**config.mk**
```make
export PLATFORM = sky130hd
export DESIGN_NAME = booth_mul
export DESIGN_NICKNAME = d
export VERILOG_FILES = /design/src/rtl/booth_pkg.sv /design/src/rtl/booth_enc.sv /design/src/rtl/booth_ppgen.sv /design/src/rtl/booth_mul.sv
export SDC_FILE = /design/constraint.sdc
export NUM_CORES = 1
export LEC_CHECK = 0
export ABC_AREA = 1
export BUFFER_PORTS_ARGS = -buffer_cell sky130_fd_sc_hd__buf_2
export CORE_MARGIN = 5
export CORE_UTILIZATION = 60
export DETAILED_ROUTE_END_ITERATION = 12
export HOLD_SLACK_MARGIN = 0.05
export PLACE_DENSITY = 0.82
export SLEW_MARGIN = 15
export SYNTH_ARGS = -nofsm -noshare
export SYNTH_HDL_FRONTEND = slang
export SYNTH_SLANG_ARGS = --single-unit
```
**constraint.sdc**
```tcl
create_clock -name clk -period 13.4 [get_ports clk]
set_input_delay 2.68 -clock clk [delete_from_list [all_inputs] [get_ports clk]]
set_output_delay 2.68 -clock clk [all_outputs]
set_load 0.01 [all_outputs]
```
**src/rtl/booth_pkg.sv**
```systemverilog
package booth_pkg;
  typedef struct packed {
    logic one;  // select multiplicand once
    logic two;  // select multiplicand doubled
    logic neg;  // invert selected value
  } booth_sel_t;
endpackage

```
**src/rtl/booth_enc.sv**
```systemverilog
module booth_enc
  import booth_pkg::*;
(
  input  logic [2:0] grp,
  output booth_sel_t sel
);
  always_comb begin
    sel.one = grp[1] ^ grp[0];
    sel.two = (grp[2] & ~grp[1] & ~grp[0]) | (~grp[2] & grp[1] & grp[0]);
    sel.neg = grp[2] & ~(grp[1] & grp[0]);
  end
endmodule

```
**src/rtl/booth_ppgen.sv**
```systemverilog
module booth_ppgen
  import booth_pkg::*;
#(
  parameter int PPW = 10
) (
  input  logic [PPW-1:0] xe,
  input  booth_sel_t     sel,
  output logic [PPW-1:0] pp
);
  logic [PPW:0] xs;
  assign xs = {xe, 1'b0};

  for (genvar i = 0; i < PPW; i++) begin : g_bit
    assign pp[i] = ((sel.one & xs[i+1]) | (sel.two & xs[i])) ^ sel.neg;
  end
endmodule

```
**src/rtl/booth_mul.sv**
```systemverilog
module booth_mul
  import booth_pkg::*;
#(
  parameter int W = 8
) (
  input  logic           clk,
  input  logic           rst,
  input  logic           mode_signed,
  input  logic [W-1:0]   mcand,
  input  logic [W-1:0]   mplier,
  output logic [2*W-1:0] prod
);
  localparam int PPW = W + 2;
  localparam int YW  = (W % 2 == 0) ? W + 2 : W + 1;
  localparam int G   = YW / 2;
  localparam int SW  = 2 * W;

  logic              xext, yext;
  logic [PPW-1:0]    xe;
  logic [YW:0]       yp;
  booth_sel_t        sel [G];
  logic [G-1:0][PPW-1:0] pp;
  logic [SW-1:0]     sum;

  assign xext = mode_signed & mcand[W-1];
  assign yext = mode_signed & mplier[W-1];
  assign xe   = {{2{xext}}, mcand};
  assign yp   = {{(YW-W){yext}}, mplier, 1'b0};

  for (genvar j = 0; j < G; j++) begin : g_row
    booth_enc u_enc (
      .grp (yp[2*j+2 -: 3]),
      .sel (sel[j])
    );
    booth_ppgen #(.PPW(PPW)) u_pp (
      .xe  (xe),
      .sel (sel[j]),
      .pp  (pp[j])
    );
  end

  always_comb begin
    sum = '0;
    for (int j = 0; j < G; j++) begin
      sum = sum + (({{(SW-PPW){pp[j][PPW-1]}}, pp[j]}) << (2*j))
                + (SW'(sel[j].neg) << (2*j));
    end
  end

  always_ff @(posedge clk) begin
    if (rst) prod <= '0;
    else     prod <= sum;
  end
endmodule

```
=== Yosys cells after proc, flatten, opt, wreduce, memory -nomap -nowiden ===
Cells that the tools add are included.

* Add/subtract/negate cells: 9
* Multiply operators: 0
* Div/mod/pow operators: 0
* Order comparisons: 0
* Equal/unequal tests: 0
* Shift operators: 0
* Mux-type cells: 0
* Bitwise operators: 206
* Reductions and logical operators: 0

{| class="wikitable"
|+ Operators with widths
! cell !! count
|-
| 1-bit bitwise AND || 103
|-
| 1-bit bitwise XOR || 52
|-
| 1-bit bitwise OR || 39
|-
| 16-bit adder || 2
|-
| 15-bit by 6-bit adder with 16-bit output || 1
|-
| 16-bit by 7-bit adder with 16-bit output || 1
|-
| 16-bit by 9-bit adder with 16-bit output || 1
|-
| 14-bit by 14-bit adder with 15-bit output || 1
|-
| 13-bit by 4-bit adder with 14-bit output || 1
|-
| 11-bit by 12-bit adder with 13-bit output || 1
|-
| 1-bit inverter || 12
|-
| 10-bit by 2-bit adder with 11-bit output || 1
|}

* Flip-flop bits (word level): 16
* Bits in latches: 0
* RAM bits: 0
* Bits in read-only memories: 0
* Output and inout port bits: 16
* Logic and storage cells: 216
* Memories: 0

=== Logic depth before layout (Yosys ltp) ===
* Word-level depth: 15
* Depth in mapped cells: 23
* Mapped depth without buffers: 23

=== Hierarchy ===
Synthesis repeated with hierarchy kept, for this count alone.

* Cells, all modules: 637
* Area total of the unflattened synthesis: 3,636.0 µm²

{| class="wikitable"
|+ Modules (own cells, without submodules)
! module !! times used !! cells each !! area each (µm²) !! sequential area each (µm²)
|-
| booth_mul || 1 || 297 || 2,172.1 || 320.3
|-
| booth_ppgen || 5 || 60 || 251.5 || 0.0
|-
| booth_enc || 5 || 8 || 41.3 || 0.0
|}

=== Worst setup path after synthesis ===
OpenSTA, ideal clock, no wires.

* Path type: input to register
* Start point: input mplier[3]
* End point: register prod[13]
* Library setup time: 113 ps
* Arrival time: 6,188 ps
* Slack: 7,099 ps
* Stages on the path: 20
* Cells stage by stage: ha_1 > nor2_4 > clkinv_1 > xor2_1 > fa_1 > inv_1 > fa_1 > inv_1 > fa_1 > inv_1 > ha_1 > nand2_1 > o21ai_0 > inv_1 > nand2_1 > nand2_1 > nand2_1 > nand2_1 > nand2_1 > nor2_1

* Cells in the longest elaborated chain, start to end: 15
* Elaborated cells on any way between the ends: 87
* Classes of those cells: add/sub: 8; bitwise: 79

{| class="wikitable"
|+ Ends and longest elaborated chain
! item !! RTL line !! source
|-
| from (decl) || booth_mul.sv:10 || <nowiki>input logic [W-1:0] mplier,</nowiki>
|-
| 1-bit inverter || booth_enc.sv:9 || <nowiki>sel.two = (grp[2] & ~grp[1] & ~grp[0]) | (~grp[2] & grp[1] & grp[0]);</nowiki>
|-
| 1-bit bitwise AND (2 in series) || booth_enc.sv:9 ||
|-
| 1-bit bitwise OR || booth_enc.sv:9 ||
|-
| 1-bit bitwise AND || booth_ppgen.sv:14 || <nowiki>assign pp[i] = ((sel.one & xs[i+1]) | (sel.two & xs[i])) ^ sel.neg;</nowiki>
|-
| 1-bit bitwise OR || booth_ppgen.sv:14 ||
|-
| 1-bit bitwise XOR || booth_ppgen.sv:14 ||
|-
| 11-bit by 12-bit adder with 13-bit output || booth_mul.sv:45 || <nowiki>sum = sum + (({{(SW-PPW){pp[j][PPW-1]}}, pp[j]}) << (2*j))</nowiki>
|-
| 13-bit by 4-bit adder with 14-bit output || booth_mul.sv:46 || <nowiki>+ (SW'(sel[j].neg) << (2*j));</nowiki>
|-
| 14-bit by 14-bit adder with 15-bit output || booth_mul.sv:45 ||
|-
| 15-bit by 6-bit adder with 16-bit output * || booth_mul.sv:46 ||
|-
| 16-bit adder * || booth_mul.sv:45 ||
|-
| 16-bit by 7-bit adder with 16-bit output * || booth_mul.sv:46 ||
|-
| 16-bit adder * || booth_mul.sv:45 ||
|-
| 16-bit by 9-bit adder with 16-bit output * || booth_mul.sv:46 ||
|-
| to (signal assigned) || booth_mul.sv:52 || <nowiki>else prod <= sum;</nowiki>
|-
| to (decl) || booth_mul.sv:11 || <nowiki>output logic [2*W-1:0] prod</nowiki>
|}

Mark *: on every way between the ends. The rest lies on a longest branch, timed or not.
A chain may end at the register's enable or synchronous reset.

=== Final worst setup path ===
* Start point: input mplier[1]
* End point: register prod[15]

* Cells in the longest elaborated chain, start to end: 14
* Elaborated cells on any way between the ends: 83
* Classes of those cells: add/sub: 9; bitwise: 74

{| class="wikitable"
|+ Ends and longest elaborated chain
! item !! RTL line
|-
| branches (longest 7 deep; another with 11-bit by 12-bit adder with 13-bit output) || -
|-
| 13-bit by 4-bit adder with 14-bit output * || booth_mul.sv:46
|-
| 14-bit by 14-bit adder with 15-bit output * || booth_mul.sv:45
|-
| 15-bit by 6-bit adder with 16-bit output * || booth_mul.sv:46
|-
| 16-bit adder * || booth_mul.sv:45
|-
| 16-bit by 7-bit adder with 16-bit output * || booth_mul.sv:46
|-
| 16-bit adder * || booth_mul.sv:45
|-
| 16-bit by 9-bit adder with 16-bit output * || booth_mul.sv:46
|}

Every way passes the cells marked *.

==> flow_metrics.env <==
export IMPL_synth_top_cell_area_share_pct=19.1
export IMPL_numCtsBuffers=3
export IMPL_leakage_nw=1.68
export IMPL_finalHoldViolCount=0
export IMPL_cp_required_ns=13.55
export IMPL_dieArea_um2=6180
export IMPL_maxSlewHeadroom_pct=72.6
export IMPL_fin_cells=460
export IMPL_floorplan_die_width_um=78.6
export IMPL_drt_pass1_iterations=4
export IMPL_grt_pass1_wl_um=11100
export IMPL_rsz0062_at_grt="no"
export IMPL_hold_path_class="input pin to register"
export IMPL_synth_common_cells="62 x inv_1, 55 x nand2_1, 37 x xor2_1"
export IMPL_cts_resized=0
export IMPL_antenna_found_initial=0
export IMPL_clock_sinks=16
export IMPL_finalCritPeriodShare_pct=49.8
export IMPL_setup_ws_ns=6.72
export IMPL_vias_per_cell=5.55
export IMPL_period_needed_ns=6.68
export IMPL_pre_cts_ws_ns=6.46
export IMPL_grt_pass1_vias=2591
export IMPL_drt_iter0_drc=94
export IMPL_ir_worst_vdd_uv=82.2
export IMPL_post_cts_repair_setup_buffers=0
export IMPL_synth_nets=448
export IMPL_final_fill_count=383
export IMPL_crit_path_start_kind="input pin"
export IMPL_arrival_ns=6.83
export IMPL_vias=2555
export IMPL_dp_cells=456
export IMPL_grtUsageTotal_pct=22.2
export IMPL_slew_viol_final=0
export IMPL_ff_latch_area_um2=320
export IMPL_worstHoldStart="rst"
export IMPL_globalRouteOverflowTotal=0
export IMPL_synthCells=370
export IMPL_ctsHoldBuffers=0
export IMPL_setup_violations=0
export IMPL_maxCapViolCount=0
export IMPL_cts_root_buf="clkbuf_8"
export IMPL_fmax_mhz=150
export IMPL_ys_ff_latch=16
export IMPL_setup_tns_ns=0
export IMPL_crit_path_max_fanout=11
export IMPL_p_per_area_nw_per_um2=212
export IMPL_multi_input_area_um2=2190
export IMPL_yosys_top_cells_area="fa_1 19%, ha_1 14%, xor2_1 11%, dfxtp_1 11%, inv_1 8.2%"
export IMPL_ant_nets=0
export IMPL_nNetsFinal=485
export IMPL_core_area_um2=4630
export IMPL_synthFlopType="dfxtp_1"
export IMPL_layout_drive_gt1_share_pct=14.0
export IMPL_crit_path_end_kind="register"
export IMPL_cts_reportedPaths_clkPinSlew_ns=0.07
export IMPL_synth_area_leader_cell="fa_1"
export IMPL_antennaDiodeCount=0
export IMPL_postSynthAreaPerCell_um2=7.63
export IMPL_fp_dieH_um=78.6
export IMPL_cp_startpoint="mplier[1]"
export IMPL_areaGrowthSynthToFinish_pct=9.84
export IMPL_io_buffers=34
export IMPL_place_hpwl_um=5380
export IMPL_synthArstFlopShare_pct=0
export IMPL_num_rows=25
export IMPL_synth_distinct_cells=34
export IMPL_routed_wl_um=6470
export IMPL_synth_edf_count=0
export IMPL_wl_per_cell_um=14.1
export IMPL_status="complete, no violations"
export IMPL_worst_pin_slew_ns=0.411
export IMPL_yosys_warnings=0
export IMPL_gp_congestion=0.903
export IMPL_io_pins=35
export IMPL_drc=0
export IMPL_cts_tree="built"
export IMPL_syn_area_um2=2820
export IMPL_synth_most_common_cell="inv_1"
export IMPL_h_tree_depth=1
export IMPL_grt_max_degree=12
export IMPL_cts_buffer_depth=2
export IMPL_seq_area_frac_synth_pct=11.3
export IMPL_top_regs="prod x16"
export IMPL_largest_reg_flops=16
export IMPL_initial_core_util_pct=61.0
export IMPL_regMostFlops="prod"
export IMPL_path_class="input pin to register"
==> worst max-delay path, stage by stage <==
cell,delay (ns)
buf_2,0.20
ha_1,0.35
clkinv_1,0.27
a21oi_2,0.24
xor2_1,0.35
inv_1,0.11
fa_1,0.50
fa_1,0.56
inv_1,0.06
fa_1,0.47
ha_1,0.38
a21oi_1,0.22
o21a_1,0.14
nand3_1,0.10
a21oi_1,0.13
nor2_1,0.06
==> through the flow <==
stage / util [%] / hold slack, ns / area, µm² / power [mW]
floorplan: - / 2.95 / 2820 / 0.488
global placement: 65.8 / 2.96 / 3050 / 0.588
detailed placement: 65.8 / 2.97 / 3050 / 0.608
CTS: 67.0 / 2.69 / 3100 / 0.658
global route: 67.0 / 2.73 / 3100 / 0.751
finish: 67.0 / 2.69 / 3100 / 0.656
==> logic make-up after synthesis <==
family	count (synthesis)	share of synthesized area [%]
adder cells (fa/ha/maj)	59	33.3
multiplexers	1	0.399
flip-flops	16	11.3
XOR/XNOR	38	11.8
buffers and inverters	79	11.0
AO/OA/AOI/OAI	73	16.3
AND/OR/NAND/NOR	104	15.9
==> per-layer routing <==
layer	track usage, %	part of all wire (%)	routed length (µm)	up-vias
met5	0	0	0	-
met1	27.0	42	2720	1181
met4	9.79	2.3	146	0
met2	39.4	50	3220	90
li1	-	-	-	1271
met3	2.29	6.0	386	13
==> power by group <==
part | switching [mW] | internal [mW] | leakage [nW] | total (mW)
Combinational | 0.332 | 0.208 | 1.51 | 0.540
Sequential | 0.00350 | 0.0678 | 0.134 | 0.0713
Clock | 0.0182 | 0.0262 | 0.0288 | 0.0443
Total | 0.354 | 0.302 | 1.68 | 0.656
==> area by class of cell <==
class	count	share of cell area (%)
clock buffer	4	1.78
inverter	77	9.52
multi-input combinational	275	70.7
sequential	16	10.3
tap	54	2.18
timing repair buffer	34	5.49
==> cells in the final DEF (no fill, tap or decap), drive strengths merged <==
master,synthesis,final
buf,1,34
o21bai,1,1
o21ai,13,13
nand2,58,58
a21oi,22,22
xor2,37,37
xnor2,1,1
clkinv,8,8
nand4,1,1
o21a,4,4
mux2,1,1
a21o,1,1
o211ai,2,2
dfxtp,16,16
ha,32,32
fa,27,27
o22ai,30,30
nand3,14,14
clkbuf,1,4
nor2,30,30
inv,69,69
nand3b,1,1
==> path summary, 6_finish.rpt <==
kind              slack (ns)  depth (start not counted)  endpoint
setup / recovery        6.72                         16  prod[15]
hold / removal          2.69                          2   prod[1]
Note: power is estimated with default switching activity, not from simulation.
